[src/rtl/tap_aux_pkg.sv]
package tap_aux_pkg;

  localparam int IR_W = 8;

  localparam logic [IR_W-1:0] OP_STROBE   = 8'h98;
  localparam logic [IR_W-1:0] OP_SELFTEST = 8'h99;
  localparam logic [IR_W-1:0] OP_STATUS   = 8'h9A;
  localparam logic [IR_W-1:0] OP_PRST     = 8'h9B;
  localparam logic [IR_W-1:0] OP_IDCODE   = 8'hAA;
  localparam logic [IR_W-1:0] OP_USER     = 8'h97;

  typedef enum logic [2:0] {
    DR_BYPASS,
    DR_IDCODE,
    DR_USER,
    DR_STATUS,
    DR_STROBE,
    DR_SELFTEST,
    DR_PRST
  } dr_sel_e;

endpackage

[src/rtl/tap_aux_decode.sv]
module tap_aux_decode
  import tap_aux_pkg::*;
(
  input  logic [IR_W-1:0] ir,
  output dr_sel_e         sel
);

  always_comb begin
    case (ir)
      OP_STROBE:   sel = DR_STROBE;
      OP_SELFTEST: sel = DR_SELFTEST;
      OP_STATUS:   sel = DR_STATUS;
      OP_PRST:     sel = DR_PRST;
      OP_IDCODE:   sel = DR_IDCODE;
      OP_USER:     sel = DR_USER;
      default:     sel = DR_BYPASS;
    endcase
  end

endmodule

[src/rtl/tap_aux_shreg.sv]
module tap_aux_shreg #(
  parameter int W = 8
) (
  input  logic         clk,
  input  logic         rst_n,
  input  logic         load_en,
  input  logic [W-1:0] load_val,
  input  logic         shift_en,
  input  logic         sin,
  output logic [W-1:0] q
);

  logic [W-1:0] q_d;

  generate
    if (W == 1) begin : g_single
      always_comb begin
        q_d = q;
        if (load_en)       q_d = load_val;
        else if (shift_en) q_d = sin;
      end
    end else begin : g_multi
      always_comb begin
        q_d = q;
        if (load_en)       q_d = load_val;
        else if (shift_en) q_d = {sin, q[W-1:1]};
      end
    end
  endgenerate

  always_ff @(posedge clk or negedge rst_n) begin
    if (!rst_n) q <= '0;
    else        q <= q_d;
  end

endmodule

[src/rtl/tap_aux_pulse.sv]
module tap_aux_pulse #(
  parameter int N = 1
) (
  input  logic         clk,
  input  logic         rst_n,
  input  logic         fire,
  output logic [N-1:0] pulse_n
);

  genvar k;
  generate
    for (k = 0; k < N; k++) begin : g_bit
      logic d;
      always_comb d = ~fire;
      always_ff @(negedge clk or negedge rst_n) begin
        if (!rst_n) pulse_n[k] <= 1'b1;
        else        pulse_n[k] <= d;
      end


      one_tck_low_chk: assert property (@(negedge clk) disable iff (!rst_n)
        !pulse_n[k] |=> pulse_n[k]);
    end
  endgenerate

endmodule

[src/rtl/tap_aux_regs.sv]
module tap_aux_regs
  import tap_aux_pkg::*;
#(
  parameter int          NPORTS     = 6,
  parameter int          STAT_W     = 8,
  parameter int          ID_W       = 32,
  parameter int          USER_W     = 32,
  parameter logic [31:0] IDCODE_VAL = 32'h0000_836F
) (
  input  logic              tck,
  input  logic              trst_n,
  input  logic              tlr_st,
  input  logic              capture_ir,
  input  logic              capture_dr,
  input  logic              shift_dr,
  input  logic              update_dr,
  input  logic [IR_W-1:0]   ir,
  input  logic              tdi,
  output logic              tdo,
  input  logic [STAT_W-1:0] status_in,
  output logic              self_test_n,
  output logic [NPORTS-1:0] port_trst_n,
  output logic [NPORTS-1:0] strobe_oe
);

  localparam logic [ID_W-1:0] ID_LOAD = ID_W'(IDCODE_VAL);

  // reset: asserted asynchronously, released on a rising edge
  logic [1:0] rst_sync;
  logic       rst_n;
  always_ff @(posedge tck or negedge trst_n) begin
    if (!trst_n) rst_sync <= 2'b00;
    else         rst_sync <= {rst_sync[0], 1'b1};
  end
  assign rst_n = rst_sync[1];

  dr_sel_e sel;
  tap_aux_decode u_dec (.ir(ir), .sel(sel));

  logic cap_byp, cap_id, cap_usr, cap_st, cap_sb, cap_pb;
  logic sh_byp, sh_id, sh_usr, sh_st, sh_sb, sh_pb;
  always_comb begin
    cap_byp = capture_dr && (sel == DR_BYPASS);
    cap_id  = tlr_st || capture_ir || (capture_dr && (sel == DR_IDCODE));
    cap_usr = capture_dr && (sel == DR_USER);
    cap_st  = capture_dr && (sel == DR_STATUS);
    cap_sb  = capture_dr && (sel == DR_STROBE);
    cap_pb  = capture_dr && ((sel == DR_SELFTEST) || (sel == DR_PRST));
    sh_byp  = shift_dr && (sel == DR_BYPASS);
    sh_id   = shift_dr && (sel == DR_IDCODE) && !cap_id;
    sh_usr  = shift_dr && (sel == DR_USER);
    sh_st   = shift_dr && (sel == DR_STATUS);
    sh_sb   = shift_dr && (sel == DR_STROBE);
    sh_pb   = shift_dr && ((sel == DR_SELFTEST) || (sel == DR_PRST));
  end

  logic [0:0]        byp_q, pb_q;
  logic [ID_W-1:0]   id_q;
  logic [USER_W-1:0] usr_q;
  logic [STAT_W-1:0] st_q;
  logic [NPORTS-1:0] sb_q;

  tap_aux_shreg #(.W(1)) u_byp (.clk(tck), .rst_n(rst_n), .load_en(cap_byp),
    .load_val(1'b0), .shift_en(sh_byp), .sin(tdi), .q(byp_q));
  tap_aux_shreg #(.W(ID_W)) u_id (.clk(tck), .rst_n(rst_n), .load_en(cap_id),
    .load_val(ID_LOAD), .shift_en(sh_id), .sin(tdi), .q(id_q));
  tap_aux_shreg #(.W(USER_W)) u_usr (.clk(tck), .rst_n(rst_n), .load_en(cap_usr),
    .load_val('0), .shift_en(sh_usr), .sin(tdi), .q(usr_q));
  tap_aux_shreg #(.W(STAT_W)) u_st (.clk(tck), .rst_n(rst_n), .load_en(cap_st),
    .load_val(status_in), .shift_en(sh_st), .sin(tdi), .q(st_q));
  tap_aux_shreg #(.W(NPORTS)) u_sb (.clk(tck), .rst_n(rst_n), .load_en(cap_sb),
    .load_val(strobe_oe), .shift_en(sh_sb), .sin(tdi), .q(sb_q));
  tap_aux_shreg #(.W(1)) u_pb (.clk(tck), .rst_n(rst_n), .load_en(cap_pb),
    .load_val(1'b0), .shift_en(sh_pb), .sin(tdi), .q(pb_q));

  // strobe enable holding register
  logic              sb_upd;
  logic [NPORTS-1:0] oe_d;
  always_comb begin
    sb_upd = update_dr && (sel == DR_STROBE);
    oe_d   = strobe_oe;
    if (tlr_st)      oe_d = '0;
    else if (sb_upd) oe_d = sb_q;
  end
  always_ff @(posedge tck or negedge rst_n) begin
    if (!rst_n) strobe_oe <= '0;
    else        strobe_oe <= oe_d;
  end


  strobe_hold_chk: assert property (@(posedge tck) disable iff (!rst_n)
    (!update_dr && !tlr_st) |=> $stable(strobe_oe));

  tlr_clear_chk: assert property (@(posedge tck) disable iff (!rst_n)
    tlr_st |=> (strobe_oe == '0));

  // pulse requests, registered on the falling edge
  logic st_fire, pr_fire;
  always_comb begin
    st_fire = update_dr && (sel == DR_SELFTEST) && !pb_q[0];
    pr_fire = update_dr && (sel == DR_PRST) && !pb_q[0];
  end

  logic [0:0] st_pulse;
  tap_aux_pulse #(.N(1)) u_stp (.clk(tck), .rst_n(rst_n), .fire(st_fire),
    .pulse_n(st_pulse));
  tap_aux_pulse #(.N(NPORTS)) u_prp (.clk(tck), .rst_n(rst_n), .fire(pr_fire),
    .pulse_n(port_trst_n));
  assign self_test_n = st_pulse[0];


  selftest_in_update_chk: assert property (@(posedge tck) disable iff (!rst_n)
    !self_test_n |-> update_dr);

  prst_in_update_chk: assert property (@(posedge tck) disable iff (!rst_n)
    !port_trst_n[0] |-> update_dr);

  prst_keeps_cfg_chk: assert property (@(posedge tck) disable iff (!rst_n)
    !port_trst_n[0] |=> $stable(strobe_oe));

  pulse_excl_chk: assert property (@(posedge tck) disable iff (!rst_n)
    !self_test_n |-> (port_trst_n == '1));

  always_comb begin
    case (sel)
      DR_IDCODE:   tdo = id_q[0];
      DR_USER:     tdo = usr_q[0];
      DR_STATUS:   tdo = st_q[0];
      DR_STROBE:   tdo = sb_q[0];
      DR_SELFTEST: tdo = pb_q[0];
      DR_PRST:     tdo = pb_q[0];
      default:     tdo = byp_q[0];
    endcase
  end

endmodule

[config.mk]
export PLATFORM = sky130hd
export DESIGN_NAME = tap_aux_regs
export DESIGN_NICKNAME = d
export VERILOG_FILES = /design/src/rtl/tap_aux_pkg.sv /design/src/rtl/tap_aux_decode.sv /design/src/rtl/tap_aux_shreg.sv /design/src/rtl/tap_aux_pulse.sv /design/src/rtl/tap_aux_regs.sv
export SDC_FILE = /design/constraint.sdc
export NUM_CORES = 1
export LEC_CHECK = 0
export ABC_AREA = 1
export BUFFER_PORTS_ARGS = -buffer_cell sky130_fd_sc_hd__buf_2
export CAP_MARGIN = 20
export CORE_ASPECT_RATIO = 1.25
export CORE_UTILIZATION = 55
export DETAILED_ROUTE_END_ITERATION = 16
export GPL_TIMING_DRIVEN = 0
export PLACE_DENSITY = 0.84
export SYNTH_ARGS = -nofsm -noshare
export SYNTH_HDL_FRONTEND = slang
export SYNTH_SLANG_ARGS = --single-unit
[constraint.sdc]
create_clock -name tck -period 4.1 [get_ports tck]
set_input_delay 0.615 -clock tck [delete_from_list [all_inputs] [get_ports tck]]
set_output_delay 0.615 -clock tck [all_outputs]
set_load 0.02 [all_outputs]
# --- Word-level counts from Yosys, hierarchy flattened ---
# Cells that the tools add are included.
op_classes:
  n_eq_ne: 12
  muxes: 16
  bitwise: 2
  n_reduce_logical: 32
ops:
  columns: ["op", "n"]
  rows:
  - ["$mux 32", 4]
  - ["$eq 8x8->1 const B", 6]
  - ["$mux 6", 4]
  - ["$logic_and 1x1->1", 18]
  - ["$pmux 3 s6", 1]
  - ["$mux 8", 2]
  - ["$reduce_bool 2->1", 7]
  - ["$eq 3x3->1 const B", 3]
  - ["$eq 3x2->1 const B", 2]
  - ["$pmux 1 s5", 1]
  - ["$mux 1", 4]
  - ["$eq 3x1->1 const B", 1]
  - ["$logic_not 3->1", 1]
  - ["$logic_or 1x1->1", 3]
  - ["$logic_not 1->1", 2]
  - ["$not 1->1", 2]
  - ["$reduce_or 2->1", 1]
totals:
  register_bits: 90
  in_bits: 24
  elab_cells: 72

# --- Depth between registers and ports, before layout ---
logic_depth:
  ltp_word: 9
  depth_mapped: 12
  depth_no_buf: 12

# --- Cells and area by module ---
# A second synthesis with hierarchy kept.
unflattened:
  hier_cells: 564
  hier_area_um2: 4620.7
modules_own_cells:
  columns: ["module", "instances", "cells_each", "area_each_um2"]
  rows:
  - ["tap_aux_shreg (u_id ...)", 2, 176, 1508.9]
  - ["tap_aux_regs", 1, 78, 604.3]
  - ["tap_aux_shreg (u_st)", 1, 44, 374.1]
  - ["tap_aux_shreg (u_sb)", 1, 33, 270.3]
  - ["tap_aux_decode", 1, 26, 128.9]
  - ["tap_aux_shreg (u_byp ...)", 2, 10, 60.1]
  - ["tap_aux_pulse (u_prp)", 1, 8, 71.3]
  - ["tap_aux_pulse (u_stp)", 1, 3, 33.8]

==> metrics <==
CTS tree done; Die ar. 7881 µm²; first-pass GRT wire length 13,100 µm; commonest non-fill, non-tap cell in the layout nand2_1; core area 7313 µm²; Routed met2 length 3898 µm; power share of the clock group 0.363; slowest stage delay, CP 0.56 ns; footprint of the multi-input gates 1474 µm²; Placed Cells 561; RSZ-0062 raised after global routing no; CTS Hold Bufs 0; initial antenna violation count 0; routed wl met3 260 µm; P_sw 484.5 µW; Syn Nets 456; post-DR vias/cell 5.237; Post-Place Worst Slack 0.6162 ns; r2r endpoint u_stp.pulse_n$_DFF_NN1_; post-route ant nets 0; total gr overflow 0; clk_skew 0.03941 ns; Post-Route WL 7647 µm; H-tree level count 3; leak pwr 0.002357 µW; Startpoint Class flop; sequential-to-total area share from yosys stat 0.5446; filler cell count 538; worst hold path type in -> async; Slew Viols, Final 0; Int Pwr 1474 µW; row count 35; run status finished, final reports clean; Gate power share 0.124; Setup TNS Final 0 ns; XOR/XNOR Fraction of Synth Area 0; vias in the first global route 3,010; Chip Height 99.01 µm; GRT Total Usage 0.2140; Setup crit end kind output port; I/O pins 38; Synth Area per Inst 9.584 µm²; CTS Buffer Depth 2; CP Cell Sequence buf_4 -> buf_2; R2R Path Start rst_sync[1]$_DFF_PN0_; count of non-filler cells in the finished layout 578; total CTS buffers 9; Final WS setup 0.2118 ns; Skew-Pair Late Insertion Delay 0.40 ns; DR iter-0 viols 128; PostCTS Resize Cnt 0; Critical Path RT 3.48 ns; post-synthesis cell type count 31; share of the synthesized area in the top cell type 0.5319; setup bufs post-CTS 0; worst path bufs/invs 2; clk sink count 90; layout cell share with drive strength beyond 1 0.2654; routed len/inst 13.23 µm; power per cell area 415.2 nW/µm²; Cell Area, Synth 4140 µm²; Switching Share 0.2474; setup violators final 0; Register Area 2258 µm²; DR pass1 iterations 5; Root Driver clkbuf_8; Worst Reg2Reg Path Length in Cells 1; chip width 79.60 µm; multiplexer area fraction after synthesis 0; CP Class reg -> out; WP data arrival 3.27 ns; Seq pwr share 0.513; Via Count 3,027; max_cap viols 0; initial core utilization 0.5661; ant diodes 0; peak supply drop 0.2723 mV; largest family of logic cells by synthesized area simple AND/OR/NAND/NOR gates; Post-DP HPWL 5210 µm; Clk pin slew, worst setup/hold paths 0.08 ns; Final Hold Fails 0; synth top area cells dfrtp_1 53%, o22ai_2 9.1%, nand2_1 8.9%, inv_1 5.4%, a21oi_1 3.4%; Synth warnings 0; # DRC 0; commonest cells after routing, fill and taps aside 98 x nand2_1, 87 x dfrtp_1, 61 x inv_1, 44 x buf_2, 30 x o22ai_2; WHS 0.02244 ns; Worst Setup SP u_prp.pulse_n[4]$_DFF_NN1_; CP top delay family flip-flops; M1 WL 3333 µm; leading area contributor after synthesis dfrtp_1; Synth Instances 432; CP max FO 6; Layout Nets 505; Synth Area in Simple Gates 0.1831; uppermost layer routed met4; R2R Setup Slk 1.18 ns; Area Growth Syn to Fin 13.90%; Post-Synth Adder-Cell Area 0; master of the slowest instance on the critical path dfstp_2; Compound-Gate Fraction of Synth Area 0.1720; GP Congestion 0.7862; Buffers on Ports 36; synthesis-stage register bit count 90; largest net degree at the start of global routing 64
==> cells by family after synthesis <==
family,Yosys count
other,1
DFF,90
buffers and inverters,89
AOI/OAI and AO/OA,90
and+or+nand+nor,162
==> cell type report <==
class / count / share of cell area
buffer: 23 / 0.03476
clock buffer: 11 / 0.03449
clock inverter: 7 / 0.01910
inverter: 65 / 0.05174
multi-input combinational: 253 / 0.3125
sequential: 90 / 0.4789
tap: 92 / 0.02441
timing repair buffer: 37 / 0.04404
==> per-layer routing <==
metal / track usage / vias up
met5: 0 / -
met4: 0.08392 / 0
met3: 0.04259 / 14
met2: 0.3570 / 54
met1: 0.2712 / 1471
li1: - / 1488
==> cell usage after synthesis <==
cell type and instances:
nand2_2 8, buf_6 6, inv_2 5, nor2_4 4, nand3b_4 1, nand3_2 1
nand2_4 2, o21ai_0 15, a21boi_0 1, o211ai_1 9, conb_1 1, inv_1 60
o21ai_1 3, nand3_1 19, nand2_1 98, a211oi_1 1, nor2_1 23, buf_4 6
nor3_4 1, clkinv_1 1, dfstp_2 2, o221ai_1 2, buf_2 8, o22ai_2 30
a31oi_1 1, nand3b_1 2, dfrtp_1 88, nand4_1 2, a21oi_1 28, nand3_4 1
clkbuf_1 3
==> state kept, by name, summed over array words and instances, names as in the netlist <==
register,flops
rst_sync,2
strobe_oe,6
u_byp.q,1
u_id.q,32
u_pb.q,1
u_prp.pulse_n,1
u_sb.q,6
u_st.q,8
u_stp.pulse_n,1
u_usr.q,32
==> worst max path at each step <==
| stage | cells after the start | end |
|---|---|---|
| floorplan | 1 | port_trst_n[1] |
| global placement | 0 | u_stp.pulse_n$_DFF_NN1_ |
| detailed placement | 2 | port_trst_n[5] |
| CTS | 2 | port_trst_n[5] |
| global route | 2 | port_trst_n[5] |
| finish | 2 | port_trst_n[5] |
==> per-stage QoR <==
step                  util  area [µm²]  total power [µW]
floorplan                -        4141              1205
global placement    0.6067        4437              1250
detailed placement  0.6108        4467              1269
CTS                 0.6448        4716              1974
global route        0.6448        4716              2051
finish              0.6448        4716              1958
==> power groups by stage <==
stage | Sequential (µW) | Clock (µW) | Combinational [µW]
after CTS | 1000 | 724 | 245
after detailed placement | 1020 | 4.58 | 242
after global placement | 1030 | 4.58 | 217
after global routing | 1010 | 768 | 271
after floorplan | 1030 | 4.58 | 174
final | 1000 | 711 | 243
(Power assumes the default switching activity.)
